--- config.mk ---
export PLATFORM = sky130hd
export DESIGN_NAME = cpu8_core
export DESIGN_NICKNAME = d
export VERILOG_FILES = /design/src/rtl/cpu8_pkg.sv /design/src/rtl/cpu8_control.sv /design/src/rtl/cpu8_datapath.sv /design/src/rtl/cpu8_core.sv
export SDC_FILE = /design/constraint.sdc
export NUM_CORES = 1
export LEC_CHECK = 0
export ABC_AREA = 1
export BUFFER_PORTS_ARGS = -buffer_cell sky130_fd_sc_hd__clkbuf_2
export CORE_ASPECT_RATIO = 1.5
export CORE_MARGIN = 2
export CORE_UTILIZATION = 40
export CTS_CLUSTER_DIAMETER = 30
export DETAILED_ROUTE_END_ITERATION = 10
export SLEW_MARGIN = 20
export SYNTH_ARGS = -nofsm -noshare
export SYNTH_HDL_FRONTEND = slang
export SYNTH_SLANG_ARGS = --single-unit
--- constraint.sdc ---
create_clock -name clk -period 4.5 [get_ports clk]
set_input_delay 0.675 -clock clk [delete_from_list [all_inputs] [get_ports clk]]
set_output_delay 0.675 -clock clk [all_outputs]
set_load 0.1 [all_outputs]
--- src/rtl/cpu8_pkg.sv ---
package cpu8_pkg;
  typedef enum logic [2:0] {
    OP_STR = 3'd0, OP_MOV = 3'd1, OP_ADD = 3'd2, OP_SUB = 3'd3,
    OP_NAND = 3'd4, OP_HALF = 3'd5, OP_JF = 3'd6, OP_JMP = 3'd7
  } opcode_e;

  typedef enum logic [2:0] {
    ALU_PASS, ALU_MOVE, ALU_ADD, ALU_SUB, ALU_NAND, ALU_HALF
  } aluop_e;

  typedef struct packed {
    logic   memRd;
    logic   memWr;
    logic   selLatch;
    logic   pcInc;
    logic   pcLoad;
    logic   ldIr;
    logic   ldLatHi;
    logic   ldLatLo;
    logic   ldA;
    logic   ldB;
    logic   flagWr;
    aluop_e aluOp;
  } strobe_t;
endpackage

--- src/rtl/cpu8_control.sv ---
module cpu8_control
  import cpu8_pkg::*;
#(
  parameter int STEPS = 32,
  parameter int DW = 8
) (
  input  logic          clk,
  input  logic          rstN,
  input  logic [DW-1:0] rdData,
  input  logic          flag,
  output strobe_t       st
);
  localparam int SW = $clog2(STEPS);

  logic [SW-1:0] step;
  opcode_e       ir;
  logic          isData;
  logic          needB;
  logic          taken;
  aluop_e        dataAlu;

  always_ff @(posedge clk) begin
    if (!rstN) begin
      step <= '0;
      ir   <= OP_JMP;
    end else begin
      step <= (step == SW'(STEPS - 1)) ? '0 : step + 1'b1;
      if (st.ldIr) ir <= opcode_e'(rdData[2:0]);
    end
  end

  always_comb begin
    isData = (ir == OP_MOV) || (ir == OP_ADD) || (ir == OP_SUB) ||
             (ir == OP_NAND) || (ir == OP_HALF);
    needB  = (ir == OP_ADD) || (ir == OP_SUB) || (ir == OP_NAND);
    taken  = (ir == OP_JMP) || flag;
    case (ir)
      OP_MOV:  dataAlu = ALU_MOVE;
      OP_ADD:  dataAlu = ALU_ADD;
      OP_SUB:  dataAlu = ALU_SUB;
      OP_NAND: dataAlu = ALU_NAND;
      OP_HALF: dataAlu = ALU_HALF;
      default: dataAlu = ALU_PASS;
    endcase
  end

  always_comb begin
    st = '0;
    st.aluOp = ALU_PASS;
    if (step == '0) begin
      st.memRd = 1'b1; st.ldIr = 1'b1; st.pcInc = 1'b1;
    end else if (ir == OP_STR) begin
      case (step)
        SW'(1): begin st.memRd = 1'b1; st.ldA = 1'b1; st.pcInc = 1'b1; end
        SW'(2): begin st.memRd = 1'b1; st.ldLatHi = 1'b1; st.pcInc = 1'b1; end
        SW'(3): begin st.memRd = 1'b1; st.ldLatLo = 1'b1; st.pcInc = 1'b1; end
        SW'(4): begin st.selLatch = 1'b1; st.memWr = 1'b1; end
        default: ;
      endcase
    end else if (isData) begin
      case (step)
        SW'(1): begin st.memRd = 1'b1; st.ldLatHi = 1'b1; st.pcInc = 1'b1; end
        SW'(2): begin st.memRd = 1'b1; st.ldLatLo = 1'b1; st.pcInc = 1'b1; end
        SW'(3): begin st.memRd = 1'b1; st.selLatch = 1'b1; st.ldA = 1'b1; end
        SW'(4): begin st.memRd = 1'b1; st.ldLatHi = 1'b1; st.pcInc = 1'b1; end
        SW'(5): begin st.memRd = 1'b1; st.ldLatLo = 1'b1; st.pcInc = 1'b1; end
        SW'(6): begin
          st.memRd = needB; st.selLatch = needB; st.ldB = needB;
        end
        SW'(7): begin
          st.selLatch = 1'b1; st.memWr = 1'b1; st.flagWr = 1'b1;
          st.aluOp = dataAlu; st.pcInc = 1'b1;
        end
        default: ;
      endcase
    end else begin
      case (step)
        SW'(1): begin st.memRd = 1'b1; st.ldLatHi = 1'b1; st.pcInc = 1'b1; end
        SW'(2): begin st.memRd = 1'b1; st.ldLatLo = 1'b1; st.pcInc = 1'b1; end
        SW'(3): begin st.pcLoad = taken; st.pcInc = !taken; end
        default: ;
      endcase
    end
  end

  // the step counter closes each frame after STEPS cycles
  p_step_wrap_r2: assert property (@(posedge clk) disable iff (!rstN)
    (step == SW'(STEPS - 1)) |=> (step == '0));
  // jump instructions never issue a write
  p_jump_no_write_r10: assert property (@(posedge clk) disable iff (!rstN)
    ((ir == OP_JF) || (ir == OP_JMP)) |-> !st.memWr);
endmodule

--- src/rtl/cpu8_datapath.sv ---
module cpu8_datapath
  import cpu8_pkg::*;
#(
  parameter int DW = 8,
  parameter int RAM_BASE = 'h4000,
  parameter int RESET_PC = 1
) (
  input  logic          clk,
  input  logic          rstN,
  input  strobe_t       st,
  input  logic [DW-1:0] rdData,
  output logic [2*DW-1:0] memAddr,
  output logic [DW-1:0] wrData,
  output logic          memRd,
  output logic          memWr,
  output logic          flag
);
  localparam int AW  = 2 * DW;
  localparam int PCW = AW - 1;

  logic [PCW-1:0] pc;
  logic [AW-1:0]  latch;
  logic [DW-1:0]  a, b, res;
  logic [DW:0]    sum, diff;
  logic           flagNext;

  always_comb begin
    sum      = {1'b0, a} + {1'b0, b};
    diff     = {1'b0, a} - {1'b0, b};
    res      = a;
    flagNext = flag;
    case (st.aluOp)
      ALU_MOVE: flagNext = (a == '0);
      ALU_ADD:  begin res = sum[DW-1:0];  flagNext = sum[DW]; end
      ALU_SUB:  begin res = diff[DW-1:0]; flagNext = diff[DW]; end
      ALU_NAND: begin res = ~(a & b); flagNext = ((a & b) == '1); end
      ALU_HALF: begin res = a >> 1; flagNext = (a[DW-1:1] == '0); end
      default: ;
    endcase
  end

  always_ff @(posedge clk) begin
    if (!rstN) begin
      pc    <= PCW'(RESET_PC);
      latch <= '0;
      a     <= '0;
      b     <= '0;
      flag  <= 1'b0;
    end else begin
      if (st.pcLoad)     pc <= latch[PCW-1:0];
      else if (st.pcInc) pc <= pc + 1'b1;
      if (st.ldLatHi) latch[AW-1:DW] <= rdData;
      if (st.ldLatLo) latch[DW-1:0]  <= rdData;
      if (st.ldA) a <= rdData;
      if (st.ldB) b <= rdData;
      if (st.flagWr) flag <= flagNext;
    end
  end

  assign memAddr = st.selLatch ? latch : {1'b0, pc};
  assign wrData  = res;
  assign memRd   = st.memRd;
  assign memWr   = st.memWr && (memAddr >= AW'(RAM_BASE));

  // opcode fetches only from odd addresses
  p_fetch_odd_r2: assert property (@(posedge clk) disable iff (!rstN)
    st.ldIr |-> memAddr[0]);
  // flag only moves on a flag-writing step
  p_flag_hold_r5: assert property (@(posedge clk) disable iff (!rstN)
    !st.flagWr |=> $stable(flag));
  // sequential operand walk advances the counter by one
  p_pc_step_r3: assert property (@(posedge clk) disable iff (!rstN)
    (st.pcInc && !st.pcLoad) |=> (pc == $past(pc) + 1'b1));
  // a taken jump lands on the latched target
  p_jump_load_r10: assert property (@(posedge clk) disable iff (!rstN)
    st.pcLoad |=> (pc == $past(latch[PCW-1:0])));
  // never read and write together
  p_rd_wr_excl_r12: assert property (@(posedge clk) disable iff (!rstN)
    !(memRd && memWr));
endmodule

--- src/rtl/cpu8_core.sv ---
module cpu8_core
  import cpu8_pkg::*;
(
  input  logic        clk,
  input  logic        rstN,
  output logic [15:0] memAddr,
  input  logic [7:0]  memRdData,
  output logic [7:0]  memWrData,
  output logic        memRd,
  output logic        memWr
);
  strobe_t st;
  logic    flag;

  cpu8_control #(.STEPS(32), .DW(8)) u_ctrl (
    .clk(clk), .rstN(rstN), .rdData(memRdData), .flag(flag), .st(st)
  );

  cpu8_datapath #(.DW(8), .RAM_BASE('h4000), .RESET_PC(1)) u_dp (
    .clk(clk), .rstN(rstN), .st(st), .rdData(memRdData),
    .memAddr(memAddr), .wrData(memWrData), .memRd(memRd),
    .memWr(memWr), .flag(flag)
  );
endmodule

== After elaboration in Yosys (flattened, before gate mapping) ==
Cells that the tools add are included.
Word-level totals
  bits in registers: 56
  bits of input ports: 10
  output and inout bits: 26
  logic and storage cells: 98
Cells by class
  $add $sub $neg: 4
  order comparisons: 1
  eq/ne operators: 20
  mux-type cells: 38
  bitwise gates (word level): 3
  reduce and logical (&&, ||, !) cells: 24
Operator list (number)
  8-bit one-hot mux with 4 select lines: 1
  15-bit 2-to-1 mux: 2
  5-bit by 3-bit == test with 1-bit output (second input constant): 4
  1-bit 2-to-1 mux: 19
  16-bit by 15-bit >= comparator with 1-bit output (second input constant): 1
  16-bit 2-to-1 mux: 1
  15-bit by 1-bit adder with 15-bit output (second input constant): 1
  3-bit == test (second input constant): 5
  3-bit one-hot mux with 5 select lines: 1
  3-bit by 2-bit == test with 1-bit output (second input constant): 4
  5-bit by 2-bit == test with 1-bit output (second input constant): 2
  2-bit OR reduction: 5
  5-bit OR reduction: 2
  8-bit by 8-bit adder with 9-bit output: 1
  8-bit by 8-bit subtractor with 9-bit output: 1
  8-bit AND: 1
  8-bit == test (second input constant): 1
  8-bit logical NOT: 1
  2-bit 2-to-1 mux: 4
  4-bit 2-to-1 mux: 2
  8-bit 2-to-1 mux: 1
  8-bit inverter: 1
  7-bit logical NOT: 1
  1-bit logical OR: 7
  other kinds (18): 21

== Logic depth before layout (Yosys ltp) ==
Gate-level depths: netlist (run 1).
  depth after elaboration: 11
  depth in mapped cells: 14
  depth with buffers taken out: 13

== Modules after synthesis ==
A second synthesis (run 1) with hierarchy kept.
Second synthesis, totals
  cells, all modules: 648
  area, all modules: 4116.4 µm²
Modules (own cells, without submodules)
  cpu8_datapath: instances 1, cells an instance 530, area each 3400.8 µm², seq. area each 960.9 µm²
  cpu8_control: instances 1, cells an instance 118, area each 715.7 µm², seq. area each 160.2 µm²

== Worst setup path after synthesis (run 1) ==
OpenSTA, ideal clock, no wires.
  kind: register to output
  start: register u_ctrl.step[0]
  end: output memAddr[5]
  arrival: 3.499 ns
  slack: 0.326 ns
  stages on the path, launching flop included: 9
  cell sequence: dfxtp_1 > inv_1 > ha_1 > nand3_2 > nand2_2 > nand2_1 > nand2_4 > buf_2 > o21ai_0
On the way
  cells in the longest elaborated chain, start to end: 7
  elaborated cells between the ends (all ways): 12
  classes of those cells: eq/ne (4); mux (6); reduce/logical (2)
RTL lines
  start, declared: RTL line cpu8_control.sv:15  | logic [SW-1:0] step;
  start signal, assigned: RTL line cpu8_control.sv:27  | step <= (step == SW'(STEPS - 1)) ? '0 : step + 1'b1;
  5-bit by 3-bit == test with 1-bit output or 5-bit by 2-bit == test with 1-bit output (tied branches): RTL line cpu8_control.sv:61  | case (step)
  2-bit OR reduction (no source line)
  1-bit one-hot mux with 2 select lines: RTL line cpu8_control.sv:61
  2-bit 2-to-1 mux: RTL line cpu8_control.sv:60  | end else if (isData) begin
  4-bit 2-to-1 mux: RTL line cpu8_control.sv:52  | end else if (ir == OP_STR) begin
  2-bit 2-to-1 mux *: RTL line cpu8_control.sv:50  | if (step == '0) begin
  16-bit 2-to-1 mux *: RTL line cpu8_datapath.sv:60  | assign memAddr = st.selLatch ? latch : {1'b0, pc};
  end, declared: RTL line cpu8_core.sv:6  | output logic [15:0] memAddr,
Every way passes the cells marked *; elsewhere a longest branch is shown, timed or not.

== Final worst setup path (run 1) ==
  start: register u_ctrl.ir[1]
  end: output memWrData[6]
On the way
  cells in the longest elaborated chain, start to end: 10
  elaborated cells between the ends (all ways): 20
  classes of those cells: eq/ne (9); mux (6); reduce/logical (5)
RTL lines
  start, declared: RTL line cpu8_control.sv:16  | opcode_e ir;
  start signal, assigned: RTL line cpu8_control.sv:28  | if (st.ldIr) ir <= opcode_e'(rdData[2:0]);
  parallel branches: the longest is 6 deep, another holds 6-bit 2-to-1 mux
  5-bit 2-to-1 mux *: RTL line cpu8_control.sv:52
  8-bit 2-to-1 mux *: RTL line cpu8_control.sv:50
  3-bit == test or 3-bit by 2-bit == test with 1-bit output (tied branches): RTL line cpu8_datapath.sv:32  | case (st.aluOp)
  8-bit one-hot mux with 4 select lines *: RTL line cpu8_datapath.sv:32
  end, declared: RTL line cpu8_core.sv:8  | output logic [7:0] memWrData,
Mark *: on every way between the ends.

==> summary.md, run 1 <==
| Metric | Value |
|---|---|
| Placed cells | 835 |
| DRT Pass-1 Iters | 5 |
| Syn_area_per_cell | 6.42 um2 |
| Max Fclk | 0.285 GHz |
| Startpoint Class | flop |
| Post-route cell area | 4750 um2 |
| Via Count | 4364 |
| Metal3 WL | 341 um |
| NumNets Final | 735 |
| Cell Count, Final, Fillers Out | 843 |
| Hold Path Stages | 1 |
| Fin. Hold Viols | 0 |
| Synth top area cells | dfxtp_1, nand2_1, inv_1, ha_1, nor2_1 |
| Peak VDD IR | 337 uV |
| Crit path DAT | roughly 2.8 ns |
| Cts repair resizes | 0 |
| Net Sw Frac | 46.0% |
| CP endpoint kind | primary output |
| Met2 wire length | approximately 6500 um |
| Max-slew violations | 0 |
| Post-route setup TNS | 0 ns |
| Seq/Total Area, Yosys | 25.9% |
| Setup WS pre-CTS | 1.32 ns |
| DR WL/cell | about 14 um |
| Dpl hpwl | 9490 um |
| Clock Sinks | 56 |
| Combinational share of power | roughly two fifths |
| M1 WL | 4840 um |
| Top-area cell type share of the netlist area | 25.9% |
| Max-cap viol count | 0 |
| Worst Reg-to-Reg Cells | 9 |
| CP Class | flop to primary output |
| Clock Skews | 0.00706 ns |
| H-tree levels | 2 |
| Power Dens Cells | 356 nW/um2 |
| # setup viols final | 0 |
| Root Buffer | clkbuf_16 |
| GRT overflow | 0 |
| Relative slew slack | 58.6% |
| Reg2reg end | u_dp.pc[4]$_SDFFE_PN0P_ |
| Fin crit period | 3.50 ns |
| Std cell rows | 46 |
| Status | finished, final reports clean |
| Largest area contributor in the netlist | dfxtp_1 |
| Final setup margin | between 0.9 and 1 ns |
| Number of I/O port buffers | 35 |
| Gpl congestion | between 0.9 and 1 |
| CTS Hold Buffers Added | 0 |
| Vias in the first global route | 4141 |
| Sequential power share | around 36% |
| Synthesized net count | 711 |
| Io pins | 36 |
| Clock buffer count from CTS | 5 |
| Core area | 10500 um2 |
| Setup Fix Bufs, Post-CTS | 0 |
| Worst slew pin tran | 0.619 ns |
| Total track usage | a little over a fifth |
| RSZ-0062 raised after global routing | false |
| Final antenna-violating net count | 0 |
| Multi-input gate area | ~2700 um2 |
| Asr flop ratio synth | 0% |
| Critical Path Start | u_ctrl.ir[1]$_SDFFE_PN1N_ |
| Worst R2R Start | u_ctrl.step[0]$_SDFF_PP0_ |
| Crit Path Max Fanout | 7 |
| Die Height | 131 um |
| Int Power | about 0.91 mW |
| Filler cells | 1137 |
| Period utilisation layout | 77.9% |
| First-pass GRT wire length | 19500 um |
| Drt drc | 0 |
| Final wirelength | 12100 um |
| Top cells by count, synth | nand2_1, inv_1, nor2_1 |
| Reg area | 1120 um2 |
| Vias per cell | 5.18 |
| Uppermost routed layer | met4 |
| DP Area | 4590 um2 |
| Unique cell type count in the Yosys netlist | 42 |
| Reg2Reg Setup Slack | 2.29 ns |
| Initial Util | 41.1% |
| Largest net degree at the start of global routing | 50 |
| Synth warn | 0 |
| Worst hold path type | flop to flop |
| Cell Area, Synth | about 4300 um2 |
| Setup crit end | memWrData[6] |
| P&R area growth vs syn | 9.66% |
| Main synth FF type | dfxtp_1 |
| EDFF count, synth | 0 |
| Leak pwr | 2.30 nW |
| Layout cells sized above 1 | about 12% |
| CTS tree | yes |
| Post-Syn Instances | roughly 670 |
| Worst skew pair latency | 0.30 ns |
| Antenna diode count | 0 |
| Count leader, synth | nand2_1 |
| Initial DRC Count | between 200 and 250 |
| Die X | between 80 and 90 um |
| Data required time at the worst endpoint | about 3.8 ns |
| Clock network power share | 24.1% |
| Sw power | 0.777 mW |
| #FFs+latches synth | 56 |
| Die area | 11700 um2 |
| Longest Clk Path Bufs | 2 |
| Initial antenna violation count | 0 |
| Clock transition at the registers of the reported paths | about 0.070 ns |
| Pwr Total | 1.69 mW |
[per-stage QoR]
| stage | hold WS [ns] | utilization, % |
|---|---|---|
| after floorplan | 0.442 | - |
| after global routing | 0.507 | 45.1 |
| after detailed placement | 0.472 | 43.6 |
| final | 0.487 | 45.1 |
| after global placement | 0.465 | 43.6 |
| after CTS | 0.488 | 45.1 |
[cells in the final DEF, fill, tap and decap left out, types with 3 or more instances in the layout]
| cell | n |
|---|---|
| nand2_1 | 143 |
| inv_1 | 95 |
| nor2_1 | 77 |
| dfxtp_1 | 56 |
| o21ai_0 | 54 |
| a21oi_1 | 44 |
| nand3_1 | 40 |
| clkbuf_2 | 35 |
| nand4_1 | 32 |
| ha_1 | 25 |
| xor2_1 | 13 |
| o21ai_1 | 8 |
| nand2_2 | 6 |
| o22ai_1 | 6 |
| nor3_1 | 5 |
| or2_2 | 5 |
| o211ai_1 | 5 |
| clkbuf_16 | 5 |
| inv_2 | 4 |
| nor2_4 | 4 |
| nand3_2 | 4 |
| nand2_4 | 3 |
| o21ai_4 | 3 |
[sequential cells by signal (all words and copies together) (netlist names)]
| name | cells |
|---|---|
| u_ctrl.ir | 3 |
| u_dp.pc | 15 |
| u_dp.a | 8 |
| u_dp.flag | 1 |
| u_dp.latch | 16 |
| u_ctrl.step | 5 |
| u_dp.b | 8 |
[cell families after synthesis]
family | share of synthesized area, %
and+or+nand+nor | 35.1
xor gates and xnor gates | 2.83
AOI/OAI and AO/OA | 16.8
muxes | 0.231
DFF | 25.9
buffers and inverters | 11.0
adders and majority gates | 8.15
[power by group through the flow]
stage                     Sequential [mW]  Combinational, mW  Clock [mW]
after floorplan                     0.595              0.580           0
after global placement              0.608              0.675           0
after detailed placement            0.610              0.683           0
after CTS                           0.598              0.685       0.416
after global routing                0.607              0.744       0.430
final                               0.599              0.684       0.407
[cell type report]
class	instances	area share, %
Clock inverter	3	0.554
Inverter	100	7.96
Sequential cell	56	23.6
Timing Repair Buffer	36	3.85
Clock buffer	5	2.64
Tap cell	144	3.80
Multi-Input combinational cell	499	57.6
[critical path, stage by stage, from the launching register on]
cell      delay [ns]
dfxtp_1         0.47
inv_1           0.11
ha_1            0.30
o21ai_0         0.07
nand3_1         0.18
inv_1           0.16
nand2_1         0.06
nor3_1          0.46
nand3_1         0.13
nand4_1         0.13
clkbuf_2        0.46
[how the worst min path moves through the flow]
stage	startpoint	end	slack, ns
global placement	u_ctrl.step[0]$_SDFF_PP0_	u_ctrl.step[0]$_SDFF_PP0_	0.47
finish	u_ctrl.step[0]$_SDFF_PP0_	u_ctrl.step[0]$_SDFF_PP0_	0.49
floorplan	u_dp.latch[10]$_SDFFE_PN0P_	u_dp.latch[10]$_SDFFE_PN0P_	0.44
detailed placement	u_ctrl.step[0]$_SDFF_PP0_	u_ctrl.step[0]$_SDFF_PP0_	0.47
CTS	u_dp.latch[0]$_SDFFE_PN0P_	u_dp.latch[0]$_SDFFE_PN0P_	0.49
global route	u_dp.latch[0]$_SDFFE_PN0P_	u_dp.latch[0]$_SDFFE_PN0P_	0.51
[metal layers]
layer,vias to the layer above,track usage [%]
met5,-,0
met4,0,8.79
met3,27,2.26
met2,95,38.4
met1,1983,23.3
li1,2259,-
Power figures use the tool's default switching activity.
==> run 2: changes to the inputs <==
==> constraint.sdc (replaced) <==
create_clock -name clk -period 3.5 [get_ports clk]
set_input_delay 0.525 -clock clk [delete_from_list [all_inputs] [get_ports clk]]
set_output_delay 0.525 -clock clk [all_outputs]
set_load 0.1 [all_outputs]
==> run 2 against run 1 <==
Against the previous run:
- first-iteration DRC count down 17%
- hold slack worse by 0.00094 ns
- clock power up 29%
- combinational power up 30%
- die area unchanged
- final area up 0.26%
- total power up 29%
- count of clock-buffer cells in the layout unchanged
- routed wire length up 0.59%
- largest cell class unchanged
- largest power group unchanged
- highest routed layer unchanged
==> summary.md, run 2 (same netlist as run 1, synthesis figures left out) <==
| Metric | Value |
|---|---|
| Die area | 11700 um2 |
| Clock Sinks | 56 |
| GRT overflow | 0 |
| Antenna diode count | 0 |
| Status | finished, final reports clean |
| CTS Hold Buffers Added | 0 |
| RSZ-0062 raised after global routing | false |
| Clock Skews | 0.0111 ns |
| Longest Clk Path Bufs | 2 |
| NumNets Final | 736 |
| Hold_ws | about 0.49 ns |
| Most frequent cells in the layout | nand2_1, inv_1, nor2_1, dfxtp_1, o21ai_0 |
| Top flop regs | u_dp.latch (16), u_dp.pc (15) |
| Vias in the first global route | 4056 |
| DR WL/cell | 14.4 um |
| Cell Count, Final, Fillers Out | 844 |
| DRT Pass-1 Iters | 5 |
| Largest register FFs | 16 |
| Via Count | 4376 |
| Multi-input gate area | 2740 um2 |
| # setup viols final | 0 |
| WHS Endpoint | u_dp.b[6]$_SDFFE_PN0P_ |
| Initial Util | 41.1% |
| Data required time at the worst endpoint | 2.97 ns |
| Fin. Hold Viols | 0 |
| CP endpoint kind | primary output |
| Number of I/O port buffers | 35 |
| Die Height | 131 um |
| Worst slew pin tran | roughly 0.55 ns |
| Fin crit period | about 3.2 ns |
| Initial DRC Count | 202 |
| Peak VDD IR | 327 uV |
| First-pass GRT wire length | 19400 um |
| Crit path DAT | between 2 and 3 ns |
| Leak pwr | 2.30 nW |
| Worst hold path type | flop to flop |
| Reg area | 1120 um2 |
| Clock transition at the registers of the reported paths | about 0.080 ns |
| CTS tree | yes |
| Cts repair resizes | 0 |
| Period utilisation layout | 92.4% |
| Max-slew violations | 0 |
| Total track usage | 20.8% |
| Core area | approximately 11000 um2 |
| Critical Path Start | u_ctrl.ir[1]$_SDFFE_PN1N_ |
| Reg2Reg Setup Slack | 1.42 ns |
| Worst Reg-to-Reg Cells | 12 |
| Layout cells sized above 1 | 11.9% |
| Std cell rows | 46 |
| Startpoint Class | flop |
| Power Dens Cells | 459 nW/um2 |
| Max Fclk | 0.309 GHz |
| Final antenna-violating net count | 0 |
| Final wirelength | 12200 um |
| H-tree levels | 2 |
| HP Start | u_dp.b[6]$_SDFFE_PN0P_ |
| Worst skew pair latency | 0.31 ns |
| Filler cells | around 1100 |
| Worst R2R Start | u_dp.b[0]$_SDFFE_PN0P_ |
| Largest reg by FF count | u_dp.latch |
| Vias per cell | roughly 5.2 |
| Io pins | 36 |
| Max-cap viol count | 0 |
| Relative slew slack | 63.5% |
| Initial antenna violation count | 0 |
| Dpl hpwl | between 9000 and 10000 um |
| Root Buffer | clkbuf_16 |
| Placed cells | 836 |
| Leading cell type in the layout, fill and taps excluded | nand2_1 |
| Die X | 88.9 um |
| Gpl congestion | 0.901 |
| Crit Path Max Fanout | 7 |
| P&R area growth vs syn | 9.94% |
| Clock buffer count from CTS | 5 |
| Setup Fix Bufs, Post-CTS | 0 |
| Drt drc | 0 |
| CP Class | flop to primary output |
| Largest net degree at the start of global routing | 49 |
| Hold Path Stages | 2 |
| Reg2reg end | u_dp.flag$_SDFFE_PN0P_ |
run 2: changes by cell type in the layout (fill, tap and decap cells not counted), sizes merged:
cell,previous run,this run
buf,1,3
clkbuf,40,39
run 2: layout make-up:
class / instances / share of cell area (%)
sequential: 56 / 23.6
tap: 144 / 3.79
inverter: 100 / 7.94
multi-input combinational: 499 / 57.5
clock inverter: 3 / 0.552
clock buffer: 5 / 2.63
timing repair buffer: 37 / 4.00
run 2: stage by stage:
step | TNS [ns] | power [mW] | instance area, um2 | worst slack, ns | util, %
floorplan | -1.05 | 1.51 | 4330 | -0.524 | -
global placement | 0 | 1.65 | 4600 | 0.547 | 43.7
detailed placement | 0 | 1.67 | 4600 | 0.468 | 43.7
CTS | 0 | 2.20 | 4750 | 0.130 | 45.1
global route | 0 | 2.30 | 4760 | 0.0552 | 45.2
finish | 0 | 2.18 | 4760 | 0.264 | 45.2
run 2: how the worst max path moves through the flow:
stage / end / slack [ns] / depth (start not counted)
2_1_floorplan: memAddr[5] / -0.52 / 8
6_report: memWrData[4] / 0.26 / 10
3_5_place_dp: memWrData[6] / 0.47 / 10
5_1_grt: memWr / 0.06 / 11
3_3_place_gp: memWrData[6] / 0.55 / 10
4_1_cts: memWrData[6] / 0.13 / 10
run 2: power by group:
part | internal (mW) | leakage (nW) | switching [mW]
Sequential | 0.702 | 0.458 | 0.0683
Clock | 0.271 | 0.0744 | 0.255
Combinational | 0.203 | 1.77 | 0.683
Total | 1.18 | 2.30 | 1.01
run 2: worst max-delay path: stages, from the launching register on:
cell and delay [ns]:
dfxtp_1 0.47, inv_1 0.11, ha_1 0.29, o21ai_0 0.07, nand3_1 0.19, nor3_1 0.33, nand2_1 0.19, o21ai_0 0.20
nor2_1 0.06, nand2_1 0.07, clkbuf_2 0.45
run 2: metal layers:
metal  vias to the layer above  global-route usage [%]  routed length [um]
li1                       2252                       -                   -
met1                      1988                    23.4                4810
met2                       106                    38.4                6660
met3                        30                    2.58                 379
met4                         0                    7.55                 337
met5                         -                       0                   0
==> run 3: changes to the inputs <==
--- a/config.mk
+++ b/config.mk
@@ -6,7 +6,7 @@
 export NUM_CORES = 1
 export LEC_CHECK = 0
 export ABC_AREA = 1
-export BUFFER_PORTS_ARGS = -buffer_cell sky130_fd_sc_hd__clkbuf_2
+export BUFFER_PORTS_ARGS = -buffer_cell sky130_fd_sc_hd__buf_2
 export CORE_ASPECT_RATIO = 1.5
 export CORE_MARGIN = 2
 export CORE_UTILIZATION = 40
==> constraint.sdc (replaced) <==
create_clock -name clk -period 3.5 [get_ports clk]
set_input_delay 0.525 -clock clk [delete_from_list [all_inputs] [get_ports clk]]
set_output_delay 0.525 -clock clk [all_outputs]
set_load 0.01 [all_outputs]
==> run 3 against run 2 <==
Against the previous run:
- routed wire length fell by 1.2%
- count of clock-buffer cells in the layout did not move
- via count fell by 1.2%
- first-iteration DRC count increased by 6.9%
- fmax rose by 6.7%
- largest cell class unchanged
==> summary.md, run 3 (same netlist as run 1, synthesis figures left out) <==
| Metric | Value |
|---|---|
| Dpl hpwl | 9350 um |
| Largest net degree at the start of global routing | 50 |
| Max-slew violations | 0 |
| Layout cells sized above 1 | 11.7% |
| CTS Hold Buffers Added | 0 |
| Critical path's top delay family | simple AND/OR/NAND/NOR gates |
| Setup WS pre-CTS | 0.774 ns |
| Hold_ws | 0.486 ns |
| Std cell rows | 46 |
| Fin. Hold Viols | 0 |
| Hold Path Stages | 2 |
| Number of I/O port buffers | 35 |
| DR WL/cell | roughly 14 um |
| Crit path cell chain | inv_1 > ha_1 > o21ai_0 > nand3_1 > inv_1 > nand2_1 > nor3_1 > nand3_1 > nand4_1 > buf_2 |
| Largest reg by FF count | u_dp.latch |
| Slowest CP cell | dfxtp_1 |
| Crit Path Max Fanout | 7 |
| Antenna diode count | 0 |
| CP peak stage delay | roughly 0.47 ns |
| Initial antenna violation count | 0 |
| Clock network power share | 30.2% |
| Startpoint Class | flop |
| Combinational share of power | 30.0% |
| Max-cap viol count | 0 |
| Clock Skews | 0.00865 ns |
| Setup Fix Bufs, Post-CTS | 0 |
| Int Power | 1.25 mW |
| Crit path DAT | 2.51 ns |
| Io pins | 36 |
| Clock buffer count from CTS | 5 |
| Clock Sinks | 56 |
| Core area | approximately 11000 um2 |
| NumNets Final | around 740 |
| Worst Reg-to-Reg Cells | 12 |
| Largest register FFs | 16 |
| Net Sw Frac | 35.5% |
| H-tree levels | 2 |
| Via Count | 4325 |
| Vias in the first global route | roughly 4200 |
| Top flop regs | u_dp.latch (16), u_dp.pc (15) |
| Root Buffer | clkbuf_16 |
| WHS Endpoint | u_dp.b[6]$_SDFFE_PN0P_ |
| GRT overflow | 0 |
| Die Height | 131 um |
| Vias per cell | 5.12 |
| Initial DRC Count | 216 |
| Fin crit period | 3.03 ns |
| Gpl congestion | approximately 0.92 |
| Data required time at the worst endpoint | a little under 3 ns |
| Sw power | about 0.69 mW |
| Relative slew slack | 61.1% |
| Final wirelength | 12000 um |
| Longest Clk Path Bufs | 2 |
| RSZ-0062 raised after global routing | false |
| CTS tree | yes |
| Initial Util | roughly two fifths |
| Peak VDD IR | 242 uV |
| Cts repair resizes | 0 |
| Sequential power share | 39.8% |
| HP Start | u_dp.b[6]$_SDFFE_PN0P_ |
| Die area | between 10000 and 15000 um2 |
| Max Fclk | 0.330 GHz |
| Status | finished, final reports clean |
| CP endpoint kind | primary output |
| Total track usage | 21.2% |
| Drt drc | 0 |
| Worst hold path type | flop to flop |
| Die X | between 80 and 90 um |
| DP Area | between 4000 and 5000 um2 |
| P&R area growth vs syn | 10.3% |
| Worst skew pair latency | 0.30 ns |
| Worst R2R Start | u_dp.b[0]$_SDFFE_PN0P_ |
| Leading cell type in the layout, fill and taps excluded | nand2_1 |
| DRT Pass-1 Iters | 5 |
| Most frequent cells in the layout | nand2_1, inv_1, nor2_1, dfxtp_1, o21ai_0 |
| First-pass GRT wire length | 19900 um |
| WP buf/inv | 3 |
| Clock transition at the registers of the reported paths | 0.08 ns |
| Final setup margin | 0.468 ns |
| Leak pwr | ~2.3 nW |
| Reg2reg end | u_dp.flag$_SDFFE_PN0P_ |
| Post-route setup TNS | 0 ns |
| CP Class | flop to primary output |
| Worst slew pin tran | 0.579 ns |
| Power Dens Cells | just over 400 nW/um2 |
| Period utilisation layout | 86.6% |
| Reg2Reg Setup Slack | 1.46 ns |
| # setup viols final | 0 |
| Final antenna-violating net count | 0 |
| Post-route cell area | 4770 um2 |
==> run 3: changes by cell type in the layout (fill, tap and decap cells not counted) <==
cell,before,now
bufinv_16,0,1
buf_2,1,35
nor3_2,1,0
inv_6,1,0
clkbuf_2,34,0
o21ai_0,53,54
nor3_1,4,5
o21ai_1,9,8
==> run 3: worst max-delay path by stage <==
stage | depth (start not counted) | from | to | slack [ns]
6_report | 10 | u_ctrl.ir[1]$_SDFFE_PN1N_ | memWrData[6] | 0.47
5_1_grt | 10 | u_ctrl.ir[1]$_SDFFE_PN1N_ | memWrData[6] | 0.29
4_1_cts | 10 | u_ctrl.ir[1]$_SDFFE_PN1N_ | memWrData[6] | 0.43
3_5_place_dp | 10 | u_ctrl.ir[1]$_SDFFE_PN1N_ | memWrData[6] | 0.77
3_3_place_gp | 10 | u_ctrl.ir[1]$_SDFFE_PN1N_ | memWrData[6] | 0.85
2_1_floorplan | 8 | u_ctrl.step[0]$_SDFF_PP0_ | memAddr[5] | 1.31
==> run 3: worst min-delay path: cells and delay by family (launching register included) <==
kind | cells | cell delay, ns
AOI/OAI and AO/OA | 1 | 0.06
buffers and inverters | 1 | 0.07
DFF | 1 | 0.32
==> run 3: stage by stage <==
| step | total power [mW] | util (%) | cells |
|---|---|---|---|
| after global placement | 1.35 | 43.7 | 836 |
| after CTS | 1.95 | 45.3 | 844 |
| after global routing | 2.06 | 45.3 | 844 |
| after floorplan | 1.21 | - | 674 |
| final | 1.93 | 45.3 | 844 |
| after detailed placement | 1.36 | 43.7 | 836 |
==> run 3: area by class of cell <==
class / count / area [um2]
Fill cell: 1102 / 5760
Timing Repair Buffer: 37 / 190
Sequential cell: 56 / 1120
Clock inverter: 3 / 47.5
Tap cell: 144 / 180
Inverter: 100 / 378
Clock buffer: 5 / 125
Multi-Input combinational cell: 499 / 2730
==> run 3: metal layers <==
layer,track usage (%),up-vias,share of wire [%]
met5,0,-,0
met4,7.63,0,2.4
met3,2.07,19,2.7
met2,39.1,93,54
met1,24.4,1958,41
li1,-,2255,-
==> run 3: power groups by stage <==
stage / registers [mW] / clock network [mW] / logic [mW]
finish: 0.770 / 0.584 / 0.580
global placement: 0.782 / 0 / 0.570
global route: 0.782 / 0.622 / 0.658
CTS: 0.769 / 0.602 / 0.582
floorplan: 0.765 / 0 / 0.444
detailed placement: 0.783 / 0 / 0.578
